### src/rtl/cbr_pkg.sv
package cbr_pkg;
  localparam int BYTE_W          = 8;
  localparam int OPC_BYTES       = 1;
  localparam int NEAR_DISP_BYTES = 4;
  localparam int SHORT_LEN       = OPC_BYTES + 1;
  localparam int NEAR_LEN        = OPC_BYTES + 1 + NEAR_DISP_BYTES;
  localparam int MAX_LEN         = NEAR_LEN;
  localparam int INSN_W          = MAX_LEN * BYTE_W;
  localparam int LEN_W           = $clog2(MAX_LEN + 1);
  localparam int FLAG_W          = 5;
  localparam logic [BYTE_W-1:0] ESC_BYTE = 8'h0F;

  // bit 0 = carry ... bit 4 = parity
  typedef struct packed {
    logic pf;
    logic of;
    logic sf;
    logic zf;
    logic cf;
  } flags_t;

  typedef enum logic [2:0] {
    SEL_OVF   = 3'b000,
    SEL_CARRY = 3'b001,
    SEL_ZERO  = 3'b010,
    SEL_BEQ   = 3'b011,
    SEL_SIGN  = 3'b100,
    SEL_PAR   = 3'b101,
    SEL_LT    = 3'b110,
    SEL_LE    = 3'b111
  } cond_sel_e;
endpackage

### src/rtl/cbr_form_decode.sv
// Splits the instruction bytes into condition nibble, length and offset.
module cbr_form_decode
  import cbr_pkg::*;
#(
  parameter int ADDR_W = 32
) (
  input  logic [INSN_W-1:0] insn,
  output logic [3:0]        cc,
  output logic [LEN_W-1:0]  len,
  output logic [ADDR_W-1:0] disp
);
  logic                                is_near;
  logic [NEAR_DISP_BYTES*BYTE_W-1:0]   near_raw;
  logic [BYTE_W-1:0]                   short_raw;

  // near offset bytes follow the escape and opcode bytes, low byte first
  for (genvar g = 0; g < NEAR_DISP_BYTES; g++) begin : g_disp
    assign near_raw[g*BYTE_W +: BYTE_W] = insn[(OPC_BYTES + 1 + g)*BYTE_W +: BYTE_W];
  end

  assign short_raw = insn[OPC_BYTES*BYTE_W +: BYTE_W];

  always_comb begin
    is_near = (insn[BYTE_W-1:0] == ESC_BYTE);
    if (is_near) begin
      cc   = insn[BYTE_W +: 4];
      len  = LEN_W'(NEAR_LEN);
      disp = ADDR_W'($signed(near_raw));
    end else begin
      cc   = insn[3:0];
      len  = LEN_W'(SHORT_LEN);
      disp = ADDR_W'($signed(short_raw));
    end
  end
endmodule

### src/rtl/cbr_cond_eval.sv
// Selects the base flag test and applies the inversion bit.
module cbr_cond_eval
  import cbr_pkg::*;
(
  input  flags_t     flags,
  input  logic [3:0] cc,
  output logic       taken
);
  cond_sel_e sel;
  logic      base;
  logic      lt;

  always_comb begin
    sel = cond_sel_e'(cc[3:1]);
    lt  = flags.sf ^ flags.of;
    unique case (sel)
      SEL_OVF:   base = flags.of;
      SEL_CARRY: base = flags.cf;
      SEL_ZERO:  base = flags.zf;
      SEL_BEQ:   base = flags.cf | flags.zf;
      SEL_SIGN:  base = flags.sf;
      SEL_PAR:   base = flags.pf;
      SEL_LT:    base = lt;
      SEL_LE:    base = flags.zf | lt;
      default:   base = 1'b0;
    endcase
    taken = base ^ cc[0];
  end
endmodule

### src/rtl/cbr_addr_calc.sv
// Fall-through and target adders, both wrapping at the address width.
module cbr_addr_calc
  import cbr_pkg::*;
#(
  parameter int ADDR_W = 32
) (
  input  logic [ADDR_W-1:0] start,
  input  logic [LEN_W-1:0]  len,
  input  logic [ADDR_W-1:0] disp,
  output logic [ADDR_W-1:0] next_addr,
  output logic [ADDR_W-1:0] target
);
  always_comb begin
    next_addr = start + ADDR_W'(len);
    target    = next_addr + disp;
  end
endmodule

### src/rtl/cbr_resolve.sv
module cbr_resolve
  import cbr_pkg::*;
#(
  parameter int ADDR_W = 32
) (
  input  logic              clk,
  input  logic              rst_n,
  input  logic              in_valid,
  input  logic [INSN_W-1:0] in_bytes,
  input  logic [ADDR_W-1:0] in_start,
  input  logic [FLAG_W-1:0] in_flags,
  output logic              out_valid,
  output logic              out_taken,
  output logic [ADDR_W-1:0] out_target,
  output logic [ADDR_W-1:0] out_next
);
  localparam int SYNC_STAGES = 2;

  // reset: asserted at once, released through a short synchronizer
  logic [SYNC_STAGES-1:0] rst_pipe;
  logic                   rst_n_sync;

  always_ff @(posedge clk or negedge rst_n) begin
    if (!rst_n) rst_pipe <= '0;
    else        rst_pipe <= {rst_pipe[SYNC_STAGES-2:0], 1'b1};
  end
  assign rst_n_sync = rst_pipe[SYNC_STAGES-1];

  // combinational resolve path
  logic [3:0]        cc_c;
  logic [LEN_W-1:0]  len_c;
  logic [ADDR_W-1:0] disp_c;
  logic [ADDR_W-1:0] next_c;
  logic [ADDR_W-1:0] target_c;
  logic              taken_c;
  flags_t            flags_c;

  assign flags_c = flags_t'(in_flags);

  cbr_form_decode #(.ADDR_W(ADDR_W)) dec_i (
    .insn (in_bytes),
    .cc   (cc_c),
    .len  (len_c),
    .disp (disp_c)
  );

  cbr_cond_eval cond_i (
    .flags (flags_c),
    .cc    (cc_c),
    .taken (taken_c)
  );

  cbr_addr_calc #(.ADDR_W(ADDR_W)) addr_i (
    .start     (in_start),
    .len       (len_c),
    .disp      (disp_c),
    .next_addr (next_c),
    .target    (target_c)
  );

  // next-state
  logic              load_en;
  logic              valid_d;
  logic              taken_d;
  logic [ADDR_W-1:0] target_d;
  logic [ADDR_W-1:0] next_d;

  always_comb begin
    load_en  = in_valid;
    valid_d  = in_valid;
    taken_d  = taken_c;
    target_d = target_c;
    next_d   = next_c;
  end

  // registers
  always_ff @(posedge clk or negedge rst_n_sync) begin
    if (!rst_n_sync) out_valid <= 1'b0;
    else             out_valid <= valid_d;
  end

  always_ff @(posedge clk) begin
    if (load_en) begin
      out_taken  <= taken_d;
      out_target <= target_d;
      out_next   <= next_d;
    end
  end
endmodule

### config.mk
export PLATFORM = sky130hd
export DESIGN_NAME = cbr_resolve
export DESIGN_NICKNAME = d
export VERILOG_FILES = /design/src/rtl/cbr_pkg.sv /design/src/rtl/cbr_form_decode.sv /design/src/rtl/cbr_cond_eval.sv /design/src/rtl/cbr_addr_calc.sv /design/src/rtl/cbr_resolve.sv
export SDC_FILE = /design/constraint.sdc
export NUM_CORES = 1
export LEC_CHECK = 0
export BUFFER_PORTS_ARGS = -buffer_cell sky130_fd_sc_hd__buf_2
export CAP_MARGIN = 20
export CORE_UTILIZATION = 56
export DETAILED_ROUTE_END_ITERATION = 12
export PLACE_DENSITY = 0.84
export RECOVER_POWER = 50
export SYNTH_ARGS = -nofsm -noshare
export SYNTH_HDL_FRONTEND = slang
export SYNTH_SLANG_ARGS = --single-unit
### constraint.sdc
create_clock -name clk -period 1.1 [get_ports clk]
set_input_delay 0.22 -clock clk [delete_from_list [all_inputs] [get_ports clk]]
set_output_delay 0.22 -clock clk [all_outputs]
set_load 0.05 [all_outputs]
==> reports/results.txt, run 1 <==
Top cells by area, synth = edfxtp_1 (39%), xnor2_1 (8.1%), ha_1 (7.8%)
Post-synthesis sequential area ratio = 0.410
I/O Buffers = 153
#FFs+latches synth = 68
Root Driver = clkbuf_8
Yosys top cell by area = edfxtp_1
Post-synth EDFFs = 65
Synthesized Nets = 641
CTS buffer count = 9
Most numerous cell in the Yosys netlist = nand2_1
Placement Setup Slack = -3.10 ns
Stop err = [ERROR DPL-0038] Utilization greater than 100%, impossible to legalize
Cell count after synthesis = 520
RePlAce Congestion = 0.912
Yosys cell types = 68
Die Wd = 96.0 microns
Avg Cell Area, Syn = 9.51 sq um
Async S/R FF share, synth = 0.0441
Yosys top cell area share = 0.395
Deepest clock path buffer count = 2
Row Count = 33
CTS sink cnt = 68
Starting Density = 0.590
Outcome = aborted with a tool error
Ports = 154
CTS H-Tree Depth = 3
Cts hold-fix bufs = 1
Post-CTS Setup Inserts = 44
Area post-placement = 7230 sq um
Yosys warnings = 0
Most instantiated cells after synthesis = nand2_1 (97), edfxtp_1 (65), xnor2_1 (46)
Halt Stage = 4_1_cts
Synthesized area = 4950 sq um
Final HPWL DP = 13.7 mm
Die Ht = 96.0 microns
Post-CTS sizing = 256
Most used DFF post-synth = edfxtp_1
==> cells by family after synthesis <==
logic type                 after synthesis  share of synthesized area
and+or+nand+nor                        209                      0.197
muxes                                    2                    0.00405
other                                    1                   0.000758
DFF                                     68                      0.410
adders and majority gates               34                     0.0885
buffers and inverters                   35                     0.0304
xor gates and xnor gates                67                      0.124
AOI/OAI and AO/OA                      104                      0.145
==> per-stage QoR <==
step	hold WS (ns)	setup TNS, ns	instances
after global placement	-0.00216	-101.89	927
after floorplan	-0.0756	-96.51	520
after detailed placement	-0.000352	-109.71	927
==> inputs of run 2 (changes only) <==
CORE_UTILIZATION = 40   (was 56)
PLACE_DENSITY = default   (was 0.84)
PLACE_DENSITY_LB_ADDON = 0.15   (was default)
==> run 2 against run 1 <==
  * The flow now finishes, with violations (negative setup slack)
  * Synthesized area unchanged
  * Synthesized cell count unchanged
==> reports/results.txt, run 2 <==
Vias in the first global route = 5404
Worst min path class = register to asynchronous set/reset pin
CTS H-Tree Depth = 3 (unchanged)
Row Count = 40 (+21%)
Drt drc = 0
Max frequency = 270 MHz
Worst-path cell chain = buf_6 > nor4_4 > nand2_4 > clkinv_4 > ha_4 > a21o_4 > nand4_1 > xnor2_2 > ha_4 > nand3_2 > o211ai_1 > a21oi_2 > o21ai_2 > a31o_1 > o21a_1 > a211o_1 > o21a_1 > o41ai_2 > xnor2_1
#FFs+latches synth = 68 (unchanged)
Reg2reg end = rst_pipe[1]
Avg Cell Area, Syn = 9.51 sq um (unchanged)
Die Ht = 113 microns (+18%)
Cell Count, Final, Fillers Out = 1025
Type of origin of the critical path = primary input
Yosys top cell area share = 0.395 (unchanged)
WS Path Type = primary input to register
Final Max Tran Viols = 0
DRT iter0 DRCs = 301
CP arrival = 3.79 ns
Synthesized Nets = 641 (unchanged)
Commonest non-fill, non-tap cell in the layout = buf_4
Max incr delay on CP = 0.35 ns
Starting Density = 0.412 (-0.178)
Tcrit/Tclk final = 3.36
Reg-to-Reg Start = rst_pipe[0]
Max transition margin = 0.510
Most frequent cells in the layout = buf_4 (165), buf_6 (103), nand2_1 (90)
Via Count = 5427
Worst path buffer plus inverter count = 2
Routed WL = 17.8 mm
VDD IR max = 0.739 mV
Outcome = finished, violations left
Clock-pin slew on the worst setup and hold paths = 0.06 ns
Grt ovf = 0
Layout area overhead = 84.8%
Yosys cell types = 68 (unchanged)
Die Wd = 113 microns (+18%)
Top cells by area, synth = edfxtp_1 (39%), xnor2_1 (8.1%), ha_1 (7.8%)
Pleak = 4.07 nW
Initial antenna violation count = 0
Cell count after synthesis = 520 (unchanged)
Root Driver = clkbuf_16
Final HPWL DP = 12.3 mm (-11%)
CTS sink cnt = 68 (unchanged)
Fin util = 0.761
Delay-heaviest family, CP = compound AO/OA/AOI/OAI gates
I/O Buffers = 153 (unchanged)
Die area = 12800 sq um
Register-to-register setup slack = 0.63 ns
Max Fanout on Critical Path = 4
Placed cells = 976 (+5.3%)
Most used DFF post-synth = edfxtp_1
PD cells = 1250 nW/um^2
Post-synth EDFFs = 65 (unchanged)
RePlAce Congestion = 0.849 (-6.9%)
Synthesized area = 4950 sq um (unchanged)
Failing checks = negative setup slack
Tot GR Track Use = 0.269
# fillers = 792
Largest net degree at the start of global routing = 41
Yosys top cell by area = edfxtp_1
# setup viols final = 128
Antenna fix cells = 0
Worst skew pair latency = 0.35 ns
Ports = 154 (unchanged)
Deepest clock path buffer count = 2 (unchanged)
Detail Route Antenna Nets = 0
Layout Nets = 994
Worst-Margin Slew = 0.735 ns
Post-route minimum period = 3.70 ns
Max-cap violations = 0
Most numerous cell in the Yosys netlist = nand2_1
Most instantiated cells after synthesis = nand2_1 (97), edfxtp_1 (65), xnor2_1 (46)
Worst R2R Path Depth = 0
CP Capture Type = register
Top Registers = out_next x32, out_target x32, rst_pipe x2
Final WS setup = -2.60 ns
Avg Vias per Cell = 5.29
CTS tree = done
First-pass GRT wire length = 26.4 mm
Post-synthesis sequential area ratio = 0.410 (unchanged)
Clk_skew = 0.000112 ns
CTS buffer count = 9 (unchanged)
Share of cells above drive strength 1 = 0.565
Critical path required time = 1.19 ns
DR pass1 iterations = 5
Async S/R FF share, synth = 0.0441 (unchanged)
CP max stage cell = nor4_4
Final Hold Fails = 0
Yosys warnings = 0 (unchanged)
Wirelength per Cell = 17.4 microns
RSZ-0062 raised after global routing = true
Core Box Area = 12000 sq um
-- run 2: logic make-up (layout without fill, tap and decap cells) --
logic type | Yosys count | in the layout | synth area share
adders and majority gates | 34 | 34 | 0.0885
AOI/OAI and AO/OA | 104 | 104 | 0.145
xor gates and xnor gates | 67 | 67 | 0.124
buffers and inverters | 35 | 393 | 0.0304
other | 1 | 1 | 0.000758
DFF | 68 | 68 | 0.410
and+or+nand+nor | 209 | 209 | 0.197
muxes | 2 | 2 | 0.00405
-- run 2: worst max-delay path by stage --
stage                            from             end  slack (ns)  cells after the start
after floorplan           in_bytes[6]  out_target[29]       -2.85                     19
after global placement    in_bytes[6]  out_target[31]       -2.93                     19
after detailed placement  in_bytes[6]  out_target[31]       -3.08                     19
after CTS                 in_bytes[5]  out_target[28]       -2.41                     21
after global routing      in_bytes[4]  out_target[29]       -2.73                     19
final                     in_bytes[4]  out_target[29]       -2.60                     19
-- run 2: where the power goes --
group | switching (W) | total, W | internal [W]
Sequential | 0.000161 | 0.00342 | 0.00326
Combinational | 0.00265 | 0.00480 | 0.00215
Clock | 0.00120 | 0.00319 | 0.00198
-- run 2: repair_timing --
item,in CTS,in global routing
endpoints found under the hold margin,2,0
pin swaps,52,51
setup endpoints to repair,129,129
buffers inserted,20,25
gates resized for setup,224,68
gates cloned,0,0
hold buffers,1,0
-- run 2: area by class of cell --
cell class	instances	area (sq um)	area share
inverters	22	87.6	0.00958
clock inverters	6	88.8	0.00972
multi-input cells	417	3660	0.400
clock buffers	10	229	0.0251
well taps	147	184	0.0201
repair buffers	355	2860	0.313
flip-flops and latches	68	2030	0.222
-- run 2: metal layers --
metal | vias up | wire length, microns | GRT usage
li1 | 2574 | - | -
met1 | 2619 | 7330 | 0.347
met2 | 205 | 9020 | 0.450
met3 | 29 | 1150 | 0.0562
met4 | 0 | 326 | 0.0921
met5 | - | 0 | 0
-- run 2: per-stage QoR --
stage          instance area (sq um)  hold WS, ns  setup WS (ns)  total power, W  setup TNS, ns
6_report                        9140      0.00650          -2.60          0.0114         -83.91
5_1_grt                         9140       0.0176          -2.73          0.0118         -91.20
4_1_cts                         8630      0.00997          -2.41          0.0111         -78.58
3_5_place_dp                    7340      0.00473          -3.08         0.00717        -103.22
3_3_place_gp                    7340     -0.00154          -2.93         0.00711        -100.40
2_1_floorplan                   5190      -0.0756          -2.85         0.00572         -96.51
No activity file was read; power rests on OpenSTA's default activity.
